## src/rtl/exc_entry_pkg.sv

```systemverilog
package exc_entry_pkg;
    // status word field positions
    localparam int PS_LVL_LSB  = 0;
    localparam int PS_LVL_W    = 4;
    localparam int PS_EXCM_BIT = 4;
    localparam int PS_UM_BIT   = 5;

    // state encoding doubles as the vector code
    typedef enum logic [2:0] {
        ST_IDLE   = 3'd0,
        ST_USER   = 3'd1,
        ST_KERNEL = 3'd2,
        ST_DOUBLE = 3'd3,
        ST_DEBUG  = 3'd4
    } exc_state_e;
endpackage

```

## src/rtl/exc_entry_arbiter.sv

```systemverilog
module exc_entry_arbiter
    import exc_entry_pkg::*;
#(
    parameter int DEBUG_LEVEL = 6
) (
    input  logic                raise_gen,
    input  logic                raise_dbg,
    input  logic [PS_LVL_W-1:0] cur_level,
    input  logic                excm,
    input  logic                um,
    output exc_state_e          nxt
);
    localparam logic [PS_LVL_W-1:0] DBG_LVL = PS_LVL_W'(DEBUG_LEVEL);

    logic dbg_ok;

    always_comb begin
        dbg_ok = raise_dbg && (cur_level < DBG_LVL);
        if (dbg_ok) begin
            nxt = ST_DEBUG;
        end else if (raise_gen) begin
            if (excm)    nxt = ST_DOUBLE;
            else if (um) nxt = ST_USER;
            else         nxt = ST_KERNEL;
        end else begin
            nxt = ST_IDLE;
        end
    end
endmodule

```

## src/rtl/exc_save_bank.sv

```systemverilog
module exc_save_bank
    import exc_entry_pkg::*;
#(
    parameter int AW          = 32,
    parameter int CW          = 6,
    parameter int PSW         = 16,
    parameter int DEBUG_LEVEL = 6,
    parameter bit HAS_DEPC    = 1'b1
) (
    input  logic           clk,
    input  logic           rst_n,
    input  exc_state_e     take,
    input  logic [AW-1:0]  pc_i,
    input  logic [CW-1:0]  cause_i,
    input  logic [AW-1:0]  vaddr_i,
    input  logic           vaddr_vld_i,
    input  logic [PSW-1:0] ps_i,
    output logic [PSW-1:0] ps_o,
    output logic [AW-1:0]  epc1_o,
    output logic [AW-1:0]  depc_o,
    output logic [CW-1:0]  exccause_o,
    output logic [AW-1:0]  excvaddr_o,
    output logic [CW-1:0]  dbgcause_o,
    output logic [AW-1:0]  dbg_epc_o,
    output logic [PSW-1:0] dbg_eps_o
);
    localparam logic DOUBLE_TO_EPC1 = (HAS_DEPC == 1'b0);

    logic [PSW-1:0] ps_gen;
    logic [PSW-1:0] ps_dbg;
    logic           is_gen;
    logic           epc1_wr;

    always_comb begin
        ps_gen = ps_i;
        ps_gen[PS_EXCM_BIT] = 1'b1;
        ps_dbg = ps_i;
        ps_dbg[PS_LVL_LSB +: PS_LVL_W] = PS_LVL_W'(DEBUG_LEVEL);
        ps_dbg[PS_EXCM_BIT] = 1'b1;
        is_gen  = (take == ST_USER) || (take == ST_KERNEL) || (take == ST_DOUBLE);
        epc1_wr = (take == ST_USER) || (take == ST_KERNEL) ||
                  ((take == ST_DOUBLE) && DOUBLE_TO_EPC1);
    end

    // general registers and the status output
    always_ff @(posedge clk) begin
        if (!rst_n) begin
            ps_o       <= '0;
            epc1_o     <= '0;
            exccause_o <= '0;
            excvaddr_o <= '0;
        end else begin
            if (epc1_wr) epc1_o <= pc_i;
            if (is_gen) begin
                exccause_o <= cause_i;
                ps_o       <= ps_gen;
                if (vaddr_vld_i) excvaddr_o <= vaddr_i;
            end else if (take == ST_DEBUG) begin
                ps_o <= ps_dbg;
            end
        end
    end

    // debug-level registers
    always_ff @(posedge clk) begin
        if (!rst_n) begin
            dbgcause_o <= '0;
            dbg_epc_o  <= '0;
            dbg_eps_o  <= '0;
        end else if (take == ST_DEBUG) begin
            dbgcause_o <= cause_i;
            dbg_epc_o  <= pc_i;
            dbg_eps_o  <= ps_i;
        end
    end

    // optional double-exception PC
    generate
        if (HAS_DEPC) begin : g_depc
            logic [AW-1:0] depc_q;
            always_ff @(posedge clk) begin
                if (!rst_n)                depc_q <= '0;
                else if (take == ST_DOUBLE) depc_q <= pc_i;
            end
            assign depc_o = depc_q;
        end else begin : g_no_depc
            assign depc_o = '0;
        end
    endgenerate
endmodule

```

## src/rtl/exc_entry_ctrl.sv

```systemverilog
module exc_entry_ctrl
    import exc_entry_pkg::*;
#(
    parameter int AW          = 32,
    parameter int CW          = 6,
    parameter int PSW         = 16,
    parameter int DEBUG_LEVEL = 6,
    parameter bit HAS_DEPC    = 1'b1
) (
    input  logic                clk,
    input  logic                rst_n,
    input  logic                raise_gen_i,
    input  logic                raise_dbg_i,
    input  logic [AW-1:0]       pc_i,
    input  logic [CW-1:0]       cause_i,
    input  logic [AW-1:0]       vaddr_i,
    input  logic                vaddr_vld_i,
    input  logic [PSW-1:0]      ps_i,
    input  logic [PS_LVL_W-1:0] cur_level_i,
    output logic [PSW-1:0]      ps_o,
    output logic [AW-1:0]       epc1_o,
    output logic [AW-1:0]       depc_o,
    output logic [CW-1:0]       exccause_o,
    output logic [AW-1:0]       excvaddr_o,
    output logic [CW-1:0]       dbgcause_o,
    output logic [AW-1:0]       dbg_epc_o,
    output logic [PSW-1:0]      dbg_eps_o,
    output logic                vec_valid_o,
    output logic [2:0]          vec_id_o
);
    exc_state_e state;
    exc_state_e nxt;

    exc_entry_arbiter #(
        .DEBUG_LEVEL (DEBUG_LEVEL)
    ) u_arb (
        .raise_gen (raise_gen_i),
        .raise_dbg (raise_dbg_i),
        .cur_level (cur_level_i),
        .excm      (ps_i[PS_EXCM_BIT]),
        .um        (ps_i[PS_UM_BIT]),
        .nxt       (nxt)
    );

    exc_save_bank #(
        .AW          (AW),
        .CW          (CW),
        .PSW         (PSW),
        .DEBUG_LEVEL (DEBUG_LEVEL),
        .HAS_DEPC    (HAS_DEPC)
    ) u_bank (
        .clk         (clk),
        .rst_n       (rst_n),
        .take        (nxt),
        .pc_i        (pc_i),
        .cause_i     (cause_i),
        .vaddr_i     (vaddr_i),
        .vaddr_vld_i (vaddr_vld_i),
        .ps_i        (ps_i),
        .ps_o        (ps_o),
        .epc1_o      (epc1_o),
        .depc_o      (depc_o),
        .exccause_o  (exccause_o),
        .excvaddr_o  (excvaddr_o),
        .dbgcause_o  (dbgcause_o),
        .dbg_epc_o   (dbg_epc_o),
        .dbg_eps_o   (dbg_eps_o)
    );

    // state register
    always_ff @(posedge clk) begin
        if (!rst_n) state <= ST_IDLE;
        else        state <= nxt;
    end

    // outputs from state
    always_comb begin
        vec_valid_o = 1'b1;
        vec_id_o    = 3'd0;
        unique case (state)
            ST_IDLE:   vec_valid_o = 1'b0;
            ST_USER:   vec_id_o = 3'd1;
            ST_KERNEL: vec_id_o = 3'd2;
            ST_DOUBLE: vec_id_o = 3'd3;
            ST_DEBUG:  vec_id_o = 3'd4;
            default:   vec_valid_o = 1'b0;
        endcase
    end
endmodule

```

## config.mk

```make
export PLATFORM = sky130hd
export DESIGN_NAME = exc_entry_ctrl
export DESIGN_NICKNAME = d
export VERILOG_FILES = /design/src/rtl/exc_entry_pkg.sv /design/src/rtl/exc_entry_arbiter.sv /design/src/rtl/exc_save_bank.sv /design/src/rtl/exc_entry_ctrl.sv
export SDC_FILE = /design/constraint.sdc
export NUM_CORES = 1
export LEC_CHECK = 0
export CAP_MARGIN = 30
export CORE_MARGIN = 8
export CORE_UTILIZATION = 30
export CTS_BUF_LIST = sky130_fd_sc_hd__clkbuf_8
export CTS_CLUSTER_DIAMETER = 60
export DETAILED_ROUTE_END_ITERATION = 7
export DONT_BUFFER_PORTS = 1
export GPL_TIMING_DRIVEN = 0
export PLACE_DENSITY = 0.41
export SLEW_MARGIN = 0
export SYNTH_ARGS = -nofsm -noshare
export SYNTH_HDL_FRONTEND = slang
export SYNTH_SLANG_ARGS = --single-unit
```

## constraint.sdc

```tcl
create_clock -name clk -period 1.1 [get_ports clk]
set_input_delay 0.055 -clock clk [delete_from_list [all_inputs] [get_ports clk]]
set_output_delay 0.055 -clock clk [all_outputs]
set_load 0.01 [all_outputs]
```

==> reports/metrics.csv, run 1 <==
metric,value,unit
status,"complete, but fails checks",
violated checks,"negative hold slack, negative setup slack",
drt total wl,24200,µm
Main synth FF type,dfxtp_1,
Tcrit/Tclk final,1.03,
"Distinct cells, synth",25,
Worst-path clk slew,0.09,ns
vias,5664,
first-pass GRT wire length,36500,µm
Util after Layout,0.379,
Chip Height,168,µm
crit-path max FO,2,
area of the multi-input gates,2940,µm²
root buffer cell,clkbuf_8,
Worst-Skew Late Latency,0.44,ns
CP Class,reg -> out,
Inserted Clock Buffers,17,
area grow syn2layout,24.4,%
Clock Skews,0,ns
Synth area leader,dfxtp_1,
critical path launch point type,flip-flop,
Non-Filler Instances,1148,
antenna cells,0,
vias in the first global route,5881,
CP required,1.04,ns
area share of the largest cell type after synthesis,0.507,
Hold Crit Class,in -> reg,
sequential standard cell area,3510,µm²
Cells after DPL,1028,
Final Hold Fails,3,
H-tree level count,4,
via/cell ratio,4.93,
placed cell area,7260,µm²
fin. max-slew vios,0,
Area contributors post-synth,"dfxtp_1, mux2i_1, nand2_1",
sequential power share,0.545,
P_int,9.38,mW
# port buffers,0,
Post-synth EDFFs,0,
switch share,0.277,
synthesis-stage register bit count,175,
initial antenna violation count,2,
maximum clock insertion buffer count,2,
drt wl/cell,21.1,µm
final setup fails,2,
leakage,3.25,nW
combinational power share,0.117,
synthesized area,6910,µm²
gr ovfl total,0,
DRC Markers,0,
post-route ant nets,0,
io pins,271,
worst slew pin tran,0.660,ns
clock sinks,175,
setup_tns,-0.0397,ns
Relative slew margins,0.560,
Setup Slack @ Placement,-0.332,ns
hold slack,-0.254,ns
fmax,0.883,GHz
Initial Utilization,0.305,
P_sw,3.59,mW
die area,28100,µm²
Final Cell Area,8590,µm²
core area,22600,µm²
share of layout cells above drive strength 1,0.107,
"FFs w/ async S/R, synth",0,
GRT Resource Usage Total,0.167,
DRT Pass-1 Iters,5,
RePlAce Congestion,0.754,
Site Rows,55,
First DRT Iteration DRCs,232,
Final WS setup,-0.0325,ns
clock network power share,0.339,
maximum vdd ir drop,0.613,mV
CTS tree,yes,
Max Cap Viol,0,
syn_area_per_cell,9.30,µm²
Mapped Cells,743,
pwr/cell area,1510,nW/µm²
pin count of the biggest net entering global routing,17,
Ys Warns,0,
syn nets,838,
Final Critical Period,1.13,ns
worst path arrival time,1.08,ns
die outline width,168,µm
sequential area share after synthesis,0.507,
Nets,949,
final HPWL from detailed placement,17900,µm
Hold Buf Count CTS,90,
Fillers,2251,
crit path capture type,output pin,
RSZ-0062 raised after global routing,yes,
worst max-delay path, cell delays in order, from the launching register on:
cell and delay (ns):
dfxtp_2 0.34, nor2_4 0.13, and2_4 0.17
synth_stat cells (3+ instances only):
cell type / instances
nand2_1: 197
dfxtp_1: 175
mux2i_1: 117
a21oi_1: 57
nand3_1: 54
o21ai_1: 34
buf_2: 27
o21ai_0: 21
clkbuf_1: 16
buf_12: 9
buf_4: 8
nor2_1: 5
buf_6: 4
a21oi_4: 3
nor2b_1: 3
path summary, 6_finish.rpt:
| path | from | to | slack, ns | cells after the start |
|---|---|---|---|---|
| min | ps_i[4] | u_bank.dbg_eps_o[4] | -0.25 | 2 |
| max reg2reg | u_bank.dbg_epc_o[3] | u_bank.dbg_epc_o[3] | 0.29 | 2 |
| max | state[0] | vec_id_o[2] | -0.03 | 2 |
| min reg2reg | u_bank.epc1_o[8] | u_bank.epc1_o[8] | 0.51 | 2 |
registers in the layout, summed over array words and instances, names as in the netlist:
name / cells
u_bank.dbg_epc_o: 32
state: 3
u_bank.depc_o: 32
u_bank.epc1_o: 32
u_bank.ps_o: 16
u_bank.excvaddr_o: 32
u_bank.dbg_eps_o: 16
u_bank.dbgcause_o: 6
u_bank.exccause_o: 6
cells by family (layout without fill, tap and decap cells):
group                     count (synthesis)  count (layout)  synth area share
buffers and inverters                    66             186            0.0706
xor gates and xnor gates                  1               1           0.00127
DFF                                     175             175             0.507
muxes                                   117             117             0.170
and+or+nand+nor                         267             267             0.160
AOI/OAI and AO/OA                       117             117            0.0918
timing repair:
action / CTS / global route
resized for setup: 7 / 4
pin swaps: 1 / 1
setup buffers: 0 / 2
cloned: 0 / 0
setup endpoints to repair: 4 / 17
endpoints found under the hold margin: 173 / 5
layout make-up:
class	count	share of cell area
buffer	64	0.0559
clock buffer	18	0.0288
clock inverter	10	0.0137
inverter	2	0.000874
multi-input combinational	502	0.343
sequential	175	0.408
tap	285	0.0415
timing repair buffer	92	0.108
per-stage QoR:
step	hold slack (ns)	total power, mW
2_1_floorplan	0.194	8.01
3_3_place_gp	0.198	8.39
3_5_place_dp	0.201	8.43
4_1_cts	-0.295	13.2
5_1_grt	-0.286	13.6
6_report	-0.254	13.0
per-layer routing:
layer  track usage  vias to the layer above  wire length, µm
li1              -                     2717                -
met1         0.193                     2706             9940
met2         0.273                      202            11500
met3        0.0731                       35             2250
met4        0.0543                        4              493
met5             0                        -               27
power groups by stage:
stage | Sequential [mW] | Clock (mW) | Combinational, mW
6_report | 7.07 | 4.39 | 1.51
5_1_grt | 7.12 | 4.84 | 1.66
4_1_cts | 7.08 | 4.57 | 1.52
3_5_place_dp | 7.23 | 0 | 1.20
3_3_place_gp | 7.23 | 0 | 1.17
2_1_floorplan | 7.09 | 0 | 0.917
placed cells by master, fill, tap and decap left out, types with 3 or more instances in the layout:
cell type / netlist / final
clkinvlp_4: 0 / 3
nand2_1: 197 / 197
mux2i_1: 117 / 117
a21oi_1: 57 / 57
buf_2: 27 / 27
clkbuf_1: 16 / 16
buf_6: 4 / 4
dlygate4sd3_1: 0 / 89
dfxtp_2: 0 / 3
clkbuf_8: 0 / 18
o21ai_1: 34 / 34
buf_12: 9 / 10
dfxtp_1: 175 / 172
buf_4: 8 / 9
nor2_1: 5 / 4
a21oi_4: 3 / 3
o21ai_0: 21 / 21
nand3_1: 54 / 54
(Power assumes the default switching activity.)
==> inputs of run 2 (changes only) <==
==> constraint.sdc (replaced) <==
create_clock -name clk -period 1.2 [get_ports clk]
set_input_delay 0.06 -clock clk [delete_from_list [all_inputs] [get_ports clk]]
set_output_delay 0.06 -clock clk [all_outputs]
set_load 0.01 [all_outputs]
==> run 2 against run 1 <==
The flow now finishes without violations; final cell count is essentially flat; core utilization is essentially flat; routed wire length about the same; sequential cell count stayed put.
==> reports/metrics.csv, run 2 (synthesized netlist as in run 1, its figures left out) <==
metric,value,unit,change
leakage,3.25,nW,-0.13%
CP Class,in -> reg,,
worst slew pin tran,0.630,ns,-0.0298 ns
Worst-Skew Late Latency,0.44,ns,about the same
Nets,950,,+0.11%
core area,22600,µm²,unchanged
RePlAce Congestion,0.754,,unchanged
worst path arrival time,1.55,ns,+0.47 ns
R2R setup slack,0.06,ns,-0.23 ns
DRC Markers,0,,unchanged
first-pass GRT wire length,36600,µm,+0.27%
io pins,271,,unchanged
Setup Slack @ Placement,-0.237,ns,+0.0950 ns
Hold Crit Class,in -> reg,,
vias in the first global route,5915,,+0.58%
CP required,1.57,ns,+0.53 ns
crit path capture type,flip-flop,,
clock sinks,175,,unchanged
worst stage delay on the critical path,0.74,ns,+0.40 ns
share of layout cells above drive strength 1,0.104,,-0.00244
worst-case reg-to-reg path depth,3,,+1
Critical-path top delay cell,dlygate4sd3_1,,
root buffer cell,clkbuf_8,,
worst r2r src,u_bank.excvaddr_o[0],,
Relative slew margins,0.580,,+0.0199
hold path endpoint,u_bank.ps_o[15],,
fmax,0.846,GHz,
maximum vdd ir drop,0.561,mV,-8.5%
drt total wl,24200,µm,about the same
Final Cell Area,8600,µm²,+0.12%
pwr/cell area,1380,nW/µm²,-8.4%
CP bufs+invs,3,,+3
pin count of the biggest net entering global routing,17,,unchanged
Worst path most repeated cell,buf_6,,
post-route ant nets,0,,unchanged
placed cell area,7260,µm²,unchanged
Top delay family on crit path,buffers and inverters,,
drt wl/cell,21.1,µm,about the same
overall power,11.9,mW,-8.3%
Initial Utilization,0.305,,unchanged
CP Cell Sequence,buf_6 -> dlygate4sd3_1 -> a21oi_4 -> buf_6 -> mux2i_1,,
via/cell ratio,4.95,,+0.23%
Chip Height,168,µm,unchanged
most frequent cells in the layout,"nand2_1, dfxtp_1, mux2i_1, dlygate4sd3_1, a21oi_1",,
vias,5682,,+0.32%
Clock Skews,0,ns,unchanged
die outline width,168,µm,unchanged
cell depth of the worst setup path,5,,+3
antenna cells,0,,unchanged
die area,28100,µm²,unchanged
fin. max-slew vios,0,,unchanged
Worst-path clk slew,0.09,ns,about the same
initial antenna violation count,2,,unchanged
status,completed,,
CTS tree,yes,,
# port buffers,0,,unchanged
RSZ-0062 raised after global routing,yes,,
Tcrit/Tclk final,0.985,,
maximum clock insertion buffer count,2,,unchanged
final setup fails,0,,-2
"commonest non-fill, non-tap cell in the layout",nand2_1,,
Final Critical Period,1.18,ns,
crit-path max FO,10,,+8
RR Endpoint,u_bank.excvaddr_o[0],,
First DRT Iteration DRCs,249,,+7.3%
hold path depth,3,,+1
GRT Resource Usage Total,0.167,,+0.000299
Max Cap Viol,0,,unchanged
critical path launch point type,primary input,,
postcts setup bufs,0,,unchanged
gr ovfl total,0,,unchanged
worst hold path startpoint,cur_level_i[2],,
DRT Pass-1 Iters,4,,-1
Site Rows,55,,unchanged
Final WS setup,0.0185,ns,+0.0509 ns
final HPWL from detailed placement,17900,µm,unchanged
area grow syn2layout,24.5,%,
H-tree level count,4,,unchanged
Inserted Clock Buffers,17,,unchanged
Final Hold Fails,0,,-3
-- run 2: area by class of cell --
| cell class | count | area (µm²) |
|---|---|---|
| Sequential cell | 175 | 3510 |
| Inverter | 2 | 7.51 |
| Tap cell | 285 | 357 |
| Multi-Input combinational cell | 502 | 2940 |
| Buffer | 64 | 487 |
| Fill cell | 2261 | 14000 |
| Clock inverter | 10 | 118 |
| Clock buffer | 18 | 248 |
| Timing Repair Buffer | 93 | 931 |
-- run 2: per-stage QoR --
| stage | setup TNS, ns | hold slack, ns | cells | util |
|---|---|---|---|---|
| CTS | -0.0234 | 0.0484 | 1149 | 0.379 |
| global placement | -1.11 | 0.203 | 1028 | 0.321 |
| detailed placement | -1.37 | 0.206 | 1028 | 0.321 |
| floorplan | 0 | 0.199 | 743 | - |
| global route | -0.0250 | 0.0509 | 1149 | 0.380 |
| finish | 0 | 0.0828 | 1149 | 0.380 |
-- run 2: metal layers --
| metal | global-route usage | wire length, µm |
|---|---|---|
| met1 | 0.194 | 9810 |
| met5 | 0 | 27 |
| met4 | 0.0536 | 456 |
| met2 | 0.275 | 11600 |
| met3 | 0.0715 | 2330 |
-- run 2: worst max path at each step --
stage / slack, ns / start / to
final: 0.02 / raise_gen_i / u_bank.ps_o[6]
after global routing: -0.02 / state[0] / vec_id_o[2]
after CTS: -0.02 / state[1] / vec_id_o[2]
after detailed placement: -0.24 / rst_n / u_bank.exccause_o[0]
after global placement: -0.21 / rst_n / u_bank.exccause_o[0]
after floorplan: 0.23 / raise_dbg_i / u_bank.depc_o[10]
-- run 2: report_power, final --
group | leakage [nW] | internal (mW) | total, mW | switching, mW
registers | 1.43 | 6.10 | 6.48 | 0.382
clock network | 0.181 | 1.87 | 4.04 | 2.17
logic | 1.64 | 0.631 | 1.38 | 0.751
-- run 2: tightest hold or removal path: cells and delay by family --
family	cells	cell delay [ns]
AOI/OAI and AO/OA	1	0.12
muxes	1	0.12
and+or+nand+nor	1	0.19
-- run 2: repair_timing --
action	CTS	global route
endpoints found under the setup margin	2	12
hold buffers	93	0
gates resized for setup	5	8
pin swaps	1	1
endpoints found under the hold margin	173	0
==> inputs of run 3 (changes only) <==
--- a/config.mk
+++ b/config.mk
@@ -5,6 +5,7 @@
 export SDC_FILE = /design/constraint.sdc
 export NUM_CORES = 1
 export LEC_CHECK = 0
+export ABC_AREA = 1
 export CAP_MARGIN = 30
 export CORE_MARGIN = 8
 export CORE_UTILIZATION = 30
==> run 3 against run 2 <==
The run now ends with negative setup slack left; sequential share of layout area down 2.9 points; clock skew unchanged; register-to-register slack improved by 0.36 ns; design area up 7.5%; worst setup slack worse by 0.21 ns; routed wire length increased by 13%; sequential power is 2% higher; critical endpoint is now vec_valid_o; largest cell class unchanged.
==> reports/metrics.csv, run 3 <==
metric,value,unit,change
drt wl/cell,17.6,µm,-17%
Final Cell Area,9250,µm²,+7.5%
die outline width,174,µm,+3.8%
antenna cells,0,,unchanged
Nets,1311,,+38%
combinational power share,0.129,,+0.013
Chip Height,174,µm,+3.8%
Final Critical Period,1.39,ns,+0.208 ns
Mapped Cells,1110,,+49%
Worst-path clk slew,0.12,ns,+0.03 ns
most frequent cells in the layout,"inv_1, nand2_1, dfxtp_1, nor2_1, nand4_1",,
RePlAce Congestion,0.740,,-1.9%
pin count of the biggest net entering global routing,20,,+3
first-pass GRT wire length,41800,µm,+14%
Site Rows,58,,+5.5%
vias,6938,,+22%
post-route ant nets,0,,unchanged
drt total wl,27400,µm,+13%
Post-synth EDFFs,0,,unchanged
pwr/cell area,1370,nW/µm²,-0.81%
CP Class,reg -> out,,
Synth area leader,dfxtp_1,,
syn nets,1205,,+44%
"Distinct cells, synth",18,,-28%
Max Cap Viol,0,,unchanged
share of layout cells above drive strength 1,0.0732,,-0.0309
io pins,271,,unchanged
Relative slew margins,0.520,,-0.0605
Hold Crit Class,in -> reg,,
First DRT Iteration DRCs,220,,-12%
sequential area share after synthesis,0.467,,-0.0400
CP required,1.14,ns,-0.43 ns
fmax,0.720,GHz,-15%
initial antenna violation count,0,,-2
synthesis-stage register bit count,175,,unchanged
Area contributors post-synth,"dfxtp_1, inv_1, nand2_1",,
area grow syn2layout,23.3,%,
synthesized area,7500,µm²,+8.6%
via/cell ratio,4.45,,-10%
H-tree level count,4,,unchanged
crit path capture type,output pin,,
maximum clock insertion buffer count,2,,unchanged
crit-path max FO,2,,-8
Tcrit/Tclk final,1.16,,+0.173
DRC Markers,0,,unchanged
Final Hold Fails,0,,unchanged
leakage,4.59,nW,+41%
Inserted Clock Buffers,17,,unchanged
P_int,8.59,mW,about the same
DRT Pass-1 Iters,4,,unchanged
status,"complete, but fails checks",,
clock network power share,0.348,,+0.009
final HPWL from detailed placement,20300,µm,+14%
die area,30300,µm²,+7.7%
CTS tree,yes,,
violated checks,negative setup slack,,
Setup Slack @ Placement,-0.400,ns,-0.163 ns
clock sinks,175,,unchanged
gr ovfl total,0,,unchanged
GRT Resource Usage Total,0.177,,+0.00980
commonest cells in the netlist,"inv_1, nand2_1, dfxtp_1, nor2_1, nand4_1",,
overall power,12.7,mW,+6.6%
area share of the largest cell type after synthesis,0.467,,-0.0400
P_sw,4.10,mW,+24%
RSZ-0062 raised after global routing,yes,,
"FFs w/ async S/R, synth",0,,unchanged
Initial Utilization,0.301,,-0.00382
Worst-Skew Late Latency,0.46,ns,+0.02 ns
critical path launch point type,flip-flop,,
root buffer cell,clkbuf_8,,
Final WS setup,-0.189,ns,-0.208 ns
core area,24900,µm²,+9.9%
Main synth FF type,dfxtp_1,,
maximum vdd ir drop,0.568,mV,+1.3%
placed cell area,7910,µm²,+8.9%
switch share,0.323,,+0.0455
Clock Skews,0,ns,unchanged
postcts setup bufs,0,,unchanged
Util after Layout,0.372,,-0.00842
most frequent cell after synthesis,inv_1,,
Ys Warns,0,,unchanged
sequential power share,0.523,,-0.022
vias in the first global route,6938,,+17%
# port buffers,0,,unchanged
worst path arrival time,1.33,ns,-0.22 ns
fin. max-slew vios,0,,unchanged
hold slack,0.0728,ns,-0.00998 ns
"commonest non-fill, non-tap cell in the layout",inv_1,,
syn_area_per_cell,6.76,µm²,-27%
worst slew pin tran,0.721,ns,+0.0908 ns
final setup fails,1,,+1
run 3: cell count changes in the layout (fill, tap and decap cells not counted), sizes merged, moves of 4 or more:
cell         previous run  this run
nand4                   0        96
nor2                    5       102
a21oi                  61        20
o21ai                  56        39
buf                    47        59
nand3                  54        79
dlygate4sd3            93        86
nand2                 198       255
nor2b                   4         0
inv                     4       273
mux2i                 117         0
run 3: final cells by class:
cell class / instances / area [µm²]
inverter: 265 / 995
clock inverter: 15 / 193
sequential: 175 / 3510
buffer: 77 / 350
fill: 2722 / 15600
tap: 330 / 413
multi-input combinational: 593 / 2680
timing repair buffer: 87 / 873
clock buffer: 17 / 234
run 3: worst max-delay path, stage by stage, from the launching register on:
cell and delay (ns):
dfxtp_2 0.34, inv_2 0.06, nor2_2 0.06, or3_4 0.40
run 3: metal layers:
layer  global-route usage  wire [µm]  vias to the layer above
li1                     -          -                     3572
met5                    0          0                        -
met2                0.287      12500                      206
met3               0.0779       2560                       18
met1                0.212      12000                     3142
met4               0.0431        370                        0
run 3: cells by family (layout without fill, tap and decap cells):
kind of cell,after synthesis,in the layout,synth area share
and+or+nand+nor,533,533,0.314
buffers and inverters,342,461,0.179
DFF,175,175,0.467
AOI/OAI and AO/OA,60,60,0.0404
run 3: final timing paths:
check | startpoint | endpoint | slack, ns | depth (start not counted)
max | state[1] | vec_valid_o | -0.19 | 3
min | vaddr_vld_i | u_bank.excvaddr_o[0] | 0.07 | 4
max reg2reg | u_bank.epc1_o[1] | u_bank.epc1_o[1] | 0.42 | 4
min reg2reg | u_bank.dbg_eps_o[13] | u_bank.dbg_eps_o[13] | 0.52 | 2
run 3: what timing repair did:
action                                 4_1_cts  5_1_grt
setup endpoints to repair                    3       22
resized for setup                            7        8
hold buffers                                87        0
endpoints found under the hold margin      172        0
run 3: power by group through the flow:
stage	clock, mW	sequential (mW)	combinational (mW)
floorplan	0	6.63	1.04
global placement	0	6.79	1.38
detailed placement	0	6.79	1.39
CTS	4.63	6.66	1.65
global route	4.87	6.69	1.89
finish	4.41	6.64	1.64
run 3: stage by stage:
stage | TNS [ns] | cells
2_1_floorplan | 0 | 1110
3_3_place_gp | -24.19 | 1440
3_5_place_dp | -29.25 | 1440
4_1_cts | -0.545 | 1559
5_1_grt | -0.272 | 1559
6_report | -0.189 | 1559
